File: src/rtl/irqr_pkg.sv
package irqr_pkg;

  // bus offsets
  localparam logic [6:0] OFS_SELECT = 7'h00;
  localparam logic [6:0] OFS_WINDOW = 7'h10;
  localparam logic [6:0] OFS_EOI    = 7'h40;

  // internal indices
  localparam logic [7:0] IDX_IDENT  = 8'h01;
  localparam int         IDX_ENTRY0 = 16;

  // one redirection entry
  typedef struct packed {
    logic       mask;
    logic       level;
    logic       act_low;
    logic       lowpri;
    logic [7:0] vector;
    logic [7:0] dest_id;
    logic [7:0] ext_id;
  } entry_t;

  localparam entry_t ENTRY_RESET = '{mask: 1'b1, default: '0};

  function automatic logic [31:0] lo_word(entry_t e);
    logic [31:0] w;
    w        = '0;
    w[16]    = e.mask;
    w[15]    = e.level;
    w[13]    = e.act_low;
    w[8]     = e.lowpri;
    w[7:0]   = e.vector;
    return w;
  endfunction

  function automatic logic [31:0] hi_word(entry_t e);
    return {e.dest_id, e.ext_id, 16'h0000};
  endfunction

  function automatic entry_t load_lo(entry_t e, logic [31:0] w);
    entry_t r;
    r         = e;
    r.mask    = w[16];
    r.level   = w[15];
    r.act_low = w[13];
    r.lowpri  = w[8];
    r.vector  = w[7:0];
    return r;
  endfunction

  function automatic entry_t load_hi(entry_t e, logic [31:0] w);
    entry_t r;
    r         = e;
    r.dest_id = w[31:24];
    r.ext_id  = w[23:16];
    return r;
  endfunction

  // target address: base with destination fields dropped into 19:12 / 11:4
  function automatic logic [31:0] msg_address(logic [31:0] base, entry_t e);
    return base | {12'h000, e.dest_id, e.ext_id, 4'h0};
  endfunction

  function automatic logic [31:0] msg_payload(entry_t e);
    return {24'h000000, e.vector};
  endfunction

endpackage

File: src/rtl/irqr_sync.sv
module irqr_sync #(
  parameter int WIDTH = 8
) (
  input  logic             clk,
  input  logic             rst_n,
  input  logic [WIDTH-1:0] d,
  output logic [WIDTH-1:0] q
);
  logic [WIDTH-1:0] stage1;

  always_ff @(posedge clk or negedge rst_n) begin
    if (!rst_n) begin
      stage1 <= '0;
      q      <= '0;
    end else begin
      stage1 <= d;
      q      <= stage1;
    end
  end
endmodule

File: src/rtl/irqr_line.sv
module irqr_line (
  input  logic       clk,
  input  logic       rst_n,
  input  logic       sig,
  input  logic       mask,
  input  logic       level,
  input  logic       act_low,
  input  logic [7:0] vector,
  input  logic       eoi_stb,
  input  logic [7:0] eoi_vec,
  input  logic       take,
  output logic       req,
  output logic       in_service,
  output logic       eoi_hit
);
  logic active;
  logic active_q;
  logic rise;
  logic pend_q;

  assign active  = sig ^ act_low;
  assign rise    = active & ~active_q;
  assign eoi_hit = eoi_stb & level & in_service & (eoi_vec == vector);

  always_comb begin
    if (level) req = ~mask & active & ~in_service;
    else       req = ~mask & (pend_q | rise);
  end

  always_ff @(posedge clk or negedge rst_n) begin
    if (!rst_n) begin
      active_q   <= 1'b0;
      pend_q     <= 1'b0;
      in_service <= 1'b0;
    end else begin
      active_q <= active;
      if (level) pend_q <= 1'b0;
      else       pend_q <= (pend_q | rise) & ~take;
      if (take && level)  in_service <= 1'b1;
      else if (eoi_hit)   in_service <= 1'b0;
      else if (!level)    in_service <= 1'b0;
    end
  end
endmodule

File: src/rtl/irqr_arbiter.sv
module irqr_arbiter #(
  parameter int WIDTH = 8
) (
  input  logic [WIDTH-1:0] req,
  output logic [WIDTH-1:0] grant,
  output logic             any
);
  localparam logic [WIDTH-1:0] ONE = {{(WIDTH-1){1'b0}}, 1'b1};

  assign grant = req & (~req + ONE);
  assign any   = |req;
endmodule

File: src/rtl/irq_msg_redirect.sv
module irq_msg_redirect
  import irqr_pkg::*;
#(
  parameter int          NUM_LINES = 8,
  parameter logic [7:0]  VERSION   = 8'h21,
  parameter logic [31:0] MSG_BASE  = 32'hFEE0_0000
) (
  input  logic                 clk,
  input  logic                 rst_n,
  input  logic                 reg_wr,
  input  logic                 reg_rd,
  input  logic [6:0]           reg_addr,
  input  logic [31:0]          reg_wdata,
  output logic [31:0]          reg_rdata,
  input  logic [NUM_LINES-1:0] irq_in,
  output logic                 msg_valid,
  input  logic                 msg_ready,
  output logic [31:0]          msg_addr,
  output logic [31:0]          msg_data
);
  localparam logic [7:0] TOP_IDX = 8'(NUM_LINES - 1);

  logic [7:0]           sel_q;
  entry_t               ent [NUM_LINES];
  logic [NUM_LINES-1:0] irq_sync;
  logic [NUM_LINES-1:0] req_vec;
  logic [NUM_LINES-1:0] grant_vec;
  logic [NUM_LINES-1:0] take_vec;
  logic [NUM_LINES-1:0] mask_vec;
  logic [NUM_LINES-1:0] insvc_vec;
  logic [NUM_LINES-1:0] eoi_hit_vec;
  logic                 any_req;
  logic                 win_wr;
  logic                 eoi_stb;
  logic [31:0]          win_rdata;
  entry_t               picked;

  assign win_wr  = reg_wr && (reg_addr == OFS_WINDOW);
  assign eoi_stb = reg_wr && (reg_addr == OFS_EOI);

  always_ff @(posedge clk or negedge rst_n) begin
    if (!rst_n)                                   sel_q <= '0;
    else if (reg_wr && reg_addr == OFS_SELECT)    sel_q <= reg_wdata[7:0];
  end

  irqr_sync #(.WIDTH(NUM_LINES)) u_sync (
    .clk  (clk),
    .rst_n(rst_n),
    .d    (irq_in),
    .q    (irq_sync)
  );

  for (genvar i = 0; i < NUM_LINES; i++) begin : g_line
    localparam logic [7:0] LO_IDX = 8'(IDX_ENTRY0 + 2 * i);
    localparam logic [7:0] HI_IDX = 8'(IDX_ENTRY0 + 2 * i + 1);
    entry_t ent_q;

    always_ff @(posedge clk or negedge rst_n) begin
      if (!rst_n)                          ent_q <= ENTRY_RESET;
      else if (win_wr && sel_q == LO_IDX)  ent_q <= load_lo(ent_q, reg_wdata);
      else if (win_wr && sel_q == HI_IDX)  ent_q <= load_hi(ent_q, reg_wdata);
    end

    assign ent[i]      = ent_q;
    assign mask_vec[i] = ent_q.mask;

    irqr_line u_line (
      .clk       (clk),
      .rst_n     (rst_n),
      .sig       (irq_sync[i]),
      .mask      (ent_q.mask),
      .level     (ent_q.level),
      .act_low   (ent_q.act_low),
      .vector    (ent_q.vector),
      .eoi_stb   (eoi_stb),
      .eoi_vec   (reg_wdata[7:0]),
      .take      (take_vec[i]),
      .req       (req_vec[i]),
      .in_service(insvc_vec[i]),
      .eoi_hit   (eoi_hit_vec[i])
    );
  end

  irqr_arbiter #(.WIDTH(NUM_LINES)) u_arb (
    .req  (req_vec),
    .grant(grant_vec),
    .any  (any_req)
  );

  assign take_vec = msg_valid ? '0 : grant_vec;

  always_comb begin
    picked = '0;
    for (int i = 0; i < NUM_LINES; i++)
      if (grant_vec[i]) picked = entry_t'(picked | ent[i]);
  end

  always_comb begin
    win_rdata = '0;
    if (sel_q == IDX_IDENT) win_rdata = {8'h00, TOP_IDX, 8'h00, VERSION};
    for (int i = 0; i < NUM_LINES; i++) begin
      if (sel_q == 8'(IDX_ENTRY0 + 2 * i))     win_rdata = lo_word(ent[i]);
      if (sel_q == 8'(IDX_ENTRY0 + 2 * i + 1)) win_rdata = hi_word(ent[i]);
    end
  end

  always_ff @(posedge clk or negedge rst_n) begin
    if (!rst_n) begin
      reg_rdata <= '0;
    end else if (reg_rd) begin
      case (reg_addr)
        OFS_SELECT: reg_rdata <= {24'h0, sel_q};
        OFS_WINDOW: reg_rdata <= win_rdata;
        default:    reg_rdata <= '0;
      endcase
    end
  end

  always_ff @(posedge clk or negedge rst_n) begin
    if (!rst_n) begin
      msg_valid <= 1'b0;
      msg_addr  <= '0;
      msg_data  <= '0;
    end else if (msg_valid) begin
      if (msg_ready) msg_valid <= 1'b0;
    end else if (any_req) begin
      msg_valid <= 1'b1;
      msg_addr  <= msg_address(MSG_BASE, picked);
      msg_data  <= msg_payload(picked);
    end
  end
endmodule

File: config.mk
export PLATFORM = sky130hd
export DESIGN_NAME = irq_msg_redirect
export DESIGN_NICKNAME = d
export VERILOG_FILES = /design/src/rtl/irqr_pkg.sv /design/src/rtl/irqr_sync.sv /design/src/rtl/irqr_line.sv /design/src/rtl/irqr_arbiter.sv /design/src/rtl/irq_msg_redirect.sv
export SDC_FILE = /design/constraint.sdc
export NUM_CORES = 1
export LEC_CHECK = 0
export BUFFER_PORTS_ARGS = -buffer_cell sky130_fd_sc_hd__buf_2
export CORE_MARGIN = 5
export CORE_UTILIZATION = 30
export DETAILED_ROUTE_END_ITERATION = 6
export HOLD_SLACK_MARGIN = 0.03
export PLACE_DENSITY = 0.48
export SLEW_MARGIN = 5
export SYNTH_ARGS = -nofsm -noshare
export SYNTH_HDL_FRONTEND = slang
export SYNTH_SLANG_ARGS = --single-unit
File: constraint.sdc
create_clock -name clk -period 3.3 [get_ports clk]
set_clock_uncertainty 0.05 [all_clocks]
set_input_delay 0.33 -clock clk [delete_from_list [all_inputs] [get_ports clk]]
set_output_delay 0.33 -clock clk [all_outputs]
set_load 0.005 [all_outputs]
Word-level counts from Yosys, hierarchy flattened:

Cells that the tools add are included.
Widths: inputs -> output; s select.

* $add $sub $neg: 1
* equality and inequality tests: 35
* muxes and demuxes: 86
* bitwise operators: 130
* reductions and logical operators: 38

Operators by type and width (number)
* $mux 32: 15
* $mux 28: 8
* $mux 24: 8
* $or 24x24->24: 7
* $eq 8x5->1 const B: 16
* $mux 16: 8
* $and 1x1->1: 64
* $eq 8x8->1: 8
* $pmux 32 s2: 1
* $mux 1: 43
* $not 1->1: 41
* $mux 19: 2
* $logic_and 1x1->1: 27
* $ne 3x1->1 const B: 8
* $reduce_and 2->1: 9
* $add 8x1->8 const B: 1
* $and 8x8->8: 1
* $eq 8x1->1 const B: 1
* $mux 8: 1
* $not 8->8: 1
* $or 1x1->1: 8
* $reduce_or 8->1: 1
* $xor 1x1->1: 8
* $eq 7x5->1 const B: 1
* other kinds (2): 2

* register bits: 330
* input bits: 52
* output and inout bits: 97
* word-level logic and storage cells: 377

Logic depth before layout (Yosys ltp):

Gate-level depths: netlist of run 1.

* word-level depth: 23
* mapped depth: 10
* depth with buffers taken out: 7

Modules after synthesis:

A second synthesis of run 1 with hierarchy kept.

* cell total of the unflattened synthesis: 1401
* area, all modules: 16642.2 um^2

Modules (own cells, without submodules)
* irq_msg_redirect: times used 1, cells each 1141, area an instance 14143.6 um^2, sequential area each 7141.8 um^2
* irqr_line: times used 8, cells each 29, area an instance 250.2 um^2, sequential area each 75.1 um^2
* irqr_sync: times used 1, cells each 16, area an instance 400.4 um^2, sequential area each 400.4 um^2
* irqr_arbiter: times used 1, cells each 12, area an instance 96.3 um^2, sequential area each 0.0 um^2

Worst setup path before layout of run 1:

No wires, ideal clock.

* path type: in2reg
* from: input port reg_addr[1]
* to: register g_line[0].ent_q (netlist bit ent[202])
* setup time: 125 ps
* arrival time: 2190 ps
* data required time: 3125 ps
* path slack: 936 ps
* stages: 8
* path buffers: 2
* path through: or4_4 nor3_4 nand3_2 nor2_1 and2_1 buf_4 buf_4 mux2_2

* longest elaborated chain between the ends: 5
* elaborated cells on any way between the ends: 6
* those cells by class: 1 x eq/ne; 1 x bitwise; 4 x reduce/logical

RTL lines
* start: declaration: line irq_msg_redirect.sv:12 `input logic [6:0] reg_addr,`
* $eq 7x5->1 (*): line irq_msg_redirect.sv:38 `assign win_wr = reg_wr && (reg_addr == OFS_WINDOW);`
* $logic_and 1x1->1 (*): line irq_msg_redirect.sv:38
* $logic_and 1x1->1: line irq_msg_redirect.sv:60 `else if (win_wr && sel_q == LO_IDX) ent_q <= load_lo(ent_q, reg_wdata);`
* $not 1->1 (no line)
* $reduce_and 2->1 (no line) (*)
* end signal: assignment: line irq_msg_redirect.sv:60
* end signal: assignment: line irq_msg_redirect.sv:61 `else if (win_wr && sel_q == HI_IDX) ent_q <= load_hi(ent_q, reg_wdata);`
* end: declaration: line irq_msg_redirect.sv:56 `entry_t ent_q;`

Mark *: on every way between the ends. The rest lies on a longest branch, timed or not.
A chain may end at the register's enable or synchronous reset.

Worst setup path after layout of run 1:

* from: register g_line[1].ent_q (netlist bit ent[193])
* to: register msg_addr[12]

* longest elaborated chain between the ends: 21
* elaborated cells on any way between the ends: 25
* those cells by class: 1 x add/sub; 8 x mux; 14 x bitwise; 2 x reduce/logical

RTL lines
* start: declaration: line irq_msg_redirect.sv:56
* start signal: assignment: line irq_msg_redirect.sv:60
* start signal: assignment: line irq_msg_redirect.sv:61
* $xor 1x1->1 (*): line irqr_line.sv:21 `assign active = sig ^ act_low;`
* $and 1x1->1: line irqr_line.sv:22 `assign rise = active & ~active_q;`
* $or 1x1->1: line irqr_line.sv:27 `else req = ~mask & (pend_q | rise);`
* $and 1x1->1: line irqr_line.sv:27
* $mux 1 (*): line irqr_line.sv:26 `if (level) req = ~mask & active & ~in_service;`
* $not 8->8: line irqr_arbiter.sv:10 `assign grant = req & (~req + ONE);`
* $add 8x1->8: line irqr_arbiter.sv:10
* $and 8x8->8: line irqr_arbiter.sv:10
* [... 5 more ...]
* $or 24x24->24: line irq_msg_redirect.sv:95 `if (grant_vec[i]) picked = entry_t'(picked | ent[i]);`
* $mux 24: line irq_msg_redirect.sv:95
* $or 24x24->24: line irq_msg_redirect.sv:95
* $mux 24: line irq_msg_redirect.sv:95
* $or 24x24->24: line irq_msg_redirect.sv:95
* $mux 24: line irq_msg_redirect.sv:95
* $or 24x24->24: line irq_msg_redirect.sv:95
* $mux 24: line irq_msg_redirect.sv:95
* end signal: assignment: line irq_msg_redirect.sv:128 `msg_addr <= msg_address(MSG_BASE, picked);`
* end: declaration: line irq_msg_redirect.sv:18 `output logic [31:0] msg_addr,`

Marks and branches as above.

==> impl_metrics.ini, run 1 <==
[run_status]
status = complete, no violations

[clocking]
clock-root-buffer = clkbuf_16
cts_buffers = 40
postCtsSetupBuffers = 0
cts_tree = done
cts.sinks = 325
ctsHoldBuffers = 10
cts.clk_slew.worst_paths_ns = 0.06
htreeDepth = 2
clock_latency_ns = 0.58
cts_resized = 0
clock_path_buffers = 3

[global_routing]
grt_util_all_layers = 0.205
grt_pass1_vias = 14000
grt_first_pass_wirelength_um = 97200
antenna_found_initial = 6
grt_max_degree = 91
grt_overflow = 0

[critical_path]
endpoint_kind = register
critPathSlowestCell = buf_4
crit_chain = xnor2_2 > o22ai_2 > o21ba_2 > nor4_4 > buf_4 > o2111ai_1 > a32oi_1
path_max_fanout = 32
cp.required_ns = 3.72
criticalPathCategory = reg2reg
crit_arrival_ns = 3.27
worst_path_largest_cell_delay_ns = 0.51
startpoint_type = register

[floorplanning]
die_y_um = 250
rows = 88
die_area_um2 = 62400
start_util = 0.301
die_width_um = 250
core_area_um2 = 57400
io_pins = 149

[yosys]
syn_area_um2 = 17300
synth_area_leaders = dfrtp_1, mux2_2, xnor2_1
synth-seq-cells = 325
synth.most_common_cell = dfrtp_1
synth_top_area_frac = 0.460
netlist_instances = 1532
ys_async_sr_fraction = 1.00
yosys.area.top_type = dfrtp_1
yosysSeqAreaShare = 0.472
synthTopCellsByCount = dfrtp_1, mux2_2, clkbuf_1
synthFlopType = dfrtp_1
synth_edf_count = 0
avgSynthCellArea_um2 = 11.3
yosys_warnings = 0
synth_cell_type_count = 78

[routing]
drtIter0Drc = 1171
num_vias = 13800
post_drt_via_cell_ratio = 5.65
wire_per_inst_um = 27.1
first_pass_iters = 6
drtAntennaViolNets = 0
wl_um = 66000
drc = 0

[sta]
setup_tns_ns = 0
max_freq_ghz = 0.351
slew_violations = 0
finalCriticalPeriod_ns = 2.85
period_share = 0.864
worstMarginPinSlew_ns = 1.02
max-slew-margin-rel = 0.318
finalSetupViolations = 0
rsz0062_at_grt = false
hold_viol = 0

[layout]
synthToLayoutAreaGrowth_pct = 17.5
nNetsFinal = 1689
layout-drive-gt1-share = 0.323
final_area_um2 = 20300

[pwr]
peakVddDrop_mv = 0.318
leakage_nw = 9.03
power.density_nw_per_um2 = 553

[placed_design]
hpwlAfterDp_um = 42800
place_congestion = 0.839
placed_cell_area_um2 = 18800
port_buffers = 108

[flow_run]
max-cap-violations = 0

[worst_hold_path]
worstHoldPathType = in2reg
-- through the flow --
stage	total power [mW]	utilization	setup WS, ns	hold slack [ns]	instances
3_5_place_dp	6.62	0.328	0.429	0.286	2350
3_3_place_gp	6.62	0.328	0.467	0.287	2350
2_1_floorplan	5.52	-	0.936	-0.0156	1566
6_report	11.2	0.354	0.450	0.0647	2434
4_1_cts	11.3	0.354	0.492	0.0355	2433
5_1_grt	11.7	0.354	0.302	0.0595	2434
-- power breakdown --
| group | switching (mW) | leakage [nW] | total [mW] | internal, mW |
|---|---|---|---|---|
| Combinational | 1.49 | 3.99 | 2.21 | 0.715 |
| Sequential | 0.176 | 4.36 | 4.37 | 4.20 |
| Clock | 1.81 | 0.682 | 4.64 | 2.83 |
-- worst paths after layout --
path                                   from            to  slack [ns]  cells after the start
setup / recovery                   ent[193]  msg_addr[12]        0.45                      7
hold / removal                reg_wdata[31]       ent[71]        0.06                      2
setup reg to reg                   ent[193]  msg_addr[12]        0.45                      7
hold reg to reg            u_sync.stage1[3]   u_sync.q[3]        0.28                      0
max in group asynchronous             rst_n       ent[36]        2.00                      3
min in group asynchronous             rst_n   msg_data[7]        0.36                      2
-- cells by family (layout without fill, tap and decap cells) --
kind of cell              Yosys count  count (layout)  synth area share
buffers and inverters             238             340            0.0661
other                               1              36          0.000217
xor gates and xnor gates           72              72            0.0374
and+or+nand+nor                   239             239            0.0808
AOI/OAI and AO/OA                 391             391             0.171
muxes                             266             266             0.173
DFF                               325             325             0.472
-- cells in the final DEF (no fill, tap or decap), types with 10 or more instances in the layout --
cell type	instances
a21o_1	27
a21oi_1	62
a222oi_1	14
a22oi_1	18
a2bb2oi_1	11
a32oi_1	50
buf_2	107
buf_4	76
clkbuf_16	40
clkbuf_8	12
conb_1	35
dfrtp_1	316
dlygate4sd3_1	10
inv_1	63
mux2_2	231
mux2i_1	30
nand2_1	36
nand3_1	35
nand4_1	21
nor2_1	27
nor2b_1	25
o2111ai_1	50
o21ai_0	40
o221ai_1	12
o2bb2ai_1	15
o311ai_0	22
or3_1	26
xnor2_1	66
-- layout make-up --
class / instances / area [um2]
Timing Repair Buffer: 202 / 1380
Inverter: 65 / 244
Fill cell: 5742 / 37100
Antenna cell: 1 / 2.50
Sequential cell: 325 / 8150
Clock buffer: 61 / 1200
Tap cell: 765 / 957
Clock inverter: 12 / 183
Multi-Input combinational cell: 1003 / 8180
-- layer usage --
metal  global-route usage  share of wire  vias to the layer above
li1                     -              -                     5920
met1                0.278           0.43                     7104
met2                0.329           0.46                      554
met3               0.0365          0.061                      171
met4               0.0793          0.044                        8
met5                    0        0.00085                        -
-- registers in the layout (all words and copies together) (netlist names) --
name / flops
msg_valid: 1
u_sync.stage1: 8
msg_addr: 17
reg_rdata: 27
g_line.u_line.active_q: 8
u_sync.q: 8
sel_q: 8
g_line.u_line.pend_q: 8
g_line.u_line.in_service: 8
msg_data: 8
ent: 224
-- critical path: cells and delay by family (launching register included) --
kind	cells	cell delay, ns
AO/OA/AOI/OAI	4	1.10
buffers and inverters	1	0.51
flip-flops	1	0.43
AND/OR/NAND/NOR	1	0.35
XOR/XNOR	1	0.29
Power figures use the tool's default switching activity.
==> run 2: changes to the inputs <==
==> constraint.sdc (replaced) <==
create_clock -name clk -period 3.55 [get_ports clk]
set_clock_uncertainty 0.05 [all_clocks]
set_input_delay 0.355 -clock clk [delete_from_list [all_inputs] [get_ports clk]]
set_output_delay 0.355 -clock clk [all_outputs]
set_load 0.005 [all_outputs]
==> impl_metrics.ini, run 2 (synthesized netlist as in run 1, its figures left out) <==
[floorplanning]
start_util = 0.301
rows = 88
io_pins = 149
die_y_um = 250
die_area_um2 = 62400
core_area_um2 = 57400
die_width_um = 250

[routing]
drc = 0
drtIter0Drc = 1244
drtAntennaViolNets = 0
post_drt_via_cell_ratio = 5.63
wire_per_inst_um = 27.1
num_vias = 13600
wl_um = 65600
first_pass_iters = 6

[pwr]
leakage_nw = 8.94
p_seq_frac = 0.400
power.density_nw_per_um2 = 509
pwr-share-clk = 0.401
peakVddDrop_mv = 0.306
p_comb_frac = 0.199
sw_frac_of_total = 0.314
p_int_mw = 7.04
power_switching_mw = 3.22

[placed_design]
placed_cells = 2340
place_congestion = 0.846
port_buffers = 108
hpwlAfterDp_um = 42400

[layout]
layout-drive-gt1-share = 0.317
final_cells = 2423
synthToLayoutAreaGrowth_pct = 16.7
largest_register_ffs = 224
layout_common_cells = dfrtp_1, mux2_2, buf_2
nNetsFinal = 1679
multi_input_area_um2 = 8180
final_common_cell = dfrtp_1
regArea_um2 = 8150
fill_cells = 5765

[sta]
period_share = 0.873
max-slew-margin-rel = 0.398
slew_violations = 0
setup_tns_ns = 0
finalCriticalPeriod_ns = 3.10
finalSetupViolations = 0
hold_viol = 0
worstMarginPinSlew_ns = 0.904
rsz0062_at_grt = false
hold_ws_ns = 0.102
max_freq_ghz = 0.323

[global_routing]
grt_pass1_vias = 13800
grt_first_pass_wirelength_um = 96600
antenna_found_initial = 7
grt_overflow = 0
grt_max_degree = 77
grt_util_all_layers = 0.203

[clocking]
clock_latency_ns = 0.57
cts_buffers = 40
htreeDepth = 2
cts_tree = done
clock-root-buffer = clkbuf_16
cts.clk_slew.worst_paths_ns = 0.06
cts.sinks = 325
cts_resized = 0
clock_path_buffers = 3

[critical_path]
r2r_cells = 7
endpoint_kind = register
cp.required_ns = 3.96
crit_arrival_ns = 3.51
path_max_fanout = 48
startpoint_type = register
criticalPathCategory = reg2reg

[run_status]
status = complete, no violations

[worst_hold_path]
worstHoldPathType = in2reg
hold_path_depth = 2

[flow_run]
max-cap-violations = 0
[run 2: cell types whose count changed in the layout (fill, tap and decap cells not counted), sizes merged]
cell | before | now
buf | 192 | 182
clkinv | 8 | 5
diode | 1 | 3
clkinvlp | 0 | 1
bufinv | 4 | 2
inv | 65 | 67
clkbuf | 61 | 60
[run 2: power groups by stage]
stage	combinational, mW	clock, mW	sequential, mW
4_1_cts	2.03	4.21	4.11
3_3_place_gp	2.01	0	4.17
2_1_floorplan	1.06	0	4.07
3_5_place_dp	2.01	0	4.17
5_1_grt	2.19	4.36	4.12
6_report	2.04	4.12	4.10
[run 2: repair_timing]
action | in CTS | in global routing
hold buffers | 10 | 0
endpoints found under the hold margin | 74 | 0
setup buffers | 0 | 0
[run 2: critical path: stages (launching register included)]
cell	delay, ns
dfrtp_1	0.43
xnor2_2	0.26
o22ai_2	0.35
o21ba_2	0.36
nor4_4	0.33
buf_4	0.67
a32oi_1	0.25
a32oi_1	0.24
[run 2: layout make-up]
cell class / instances / area share
diodes: 3 / 0.000373
clock buffers: 60 / 0.0589
clock inverters: 10 / 0.00565
inverters: 65 / 0.0121
multi-input cells: 1003 / 0.406
flip-flops and latches: 325 / 0.404
well taps: 765 / 0.0475
repair buffers: 192 / 0.0654
[run 2: per-layer routing]
metal  part of all wire  GRT usage  vias up
met1               0.43      0.277     7016
li1                   -          -     5903
met3              0.061     0.0350      176
met4              0.041     0.0786        8
met2               0.47      0.325      544
met5            0.00091          0        -
[run 2: path summary, 6_finish.rpt]
kind                                  start          endpoint  slack, ns
min reg2reg                u_sync.stage1[6]       u_sync.q[6]       0.27
max reg2reg                        ent[193]       msg_addr[6]       0.45
max                                ent[193]       msg_addr[6]       0.45
min in group asynchronous             rst_n       msg_data[2]       0.33
min                           reg_wdata[26]          ent[122]       0.10
max in group asynchronous             rst_n  u_sync.stage1[6]       2.17
[run 2: metrics by stage]
stage | setup WS (ns) | utilization | total power, mW | cell area [um2]
final | 0.452 | 0.351 | 10.3 | 20200
after global routing | 0.325 | 0.351 | 10.7 | 20200
after detailed placement | 0.537 | 0.327 | 6.17 | 18700
after floorplan | 1.16 | - | 5.13 | 17400
after global placement | 0.461 | 0.327 | 6.18 | 18700
after CTS | 0.497 | 0.351 | 10.3 | 20100
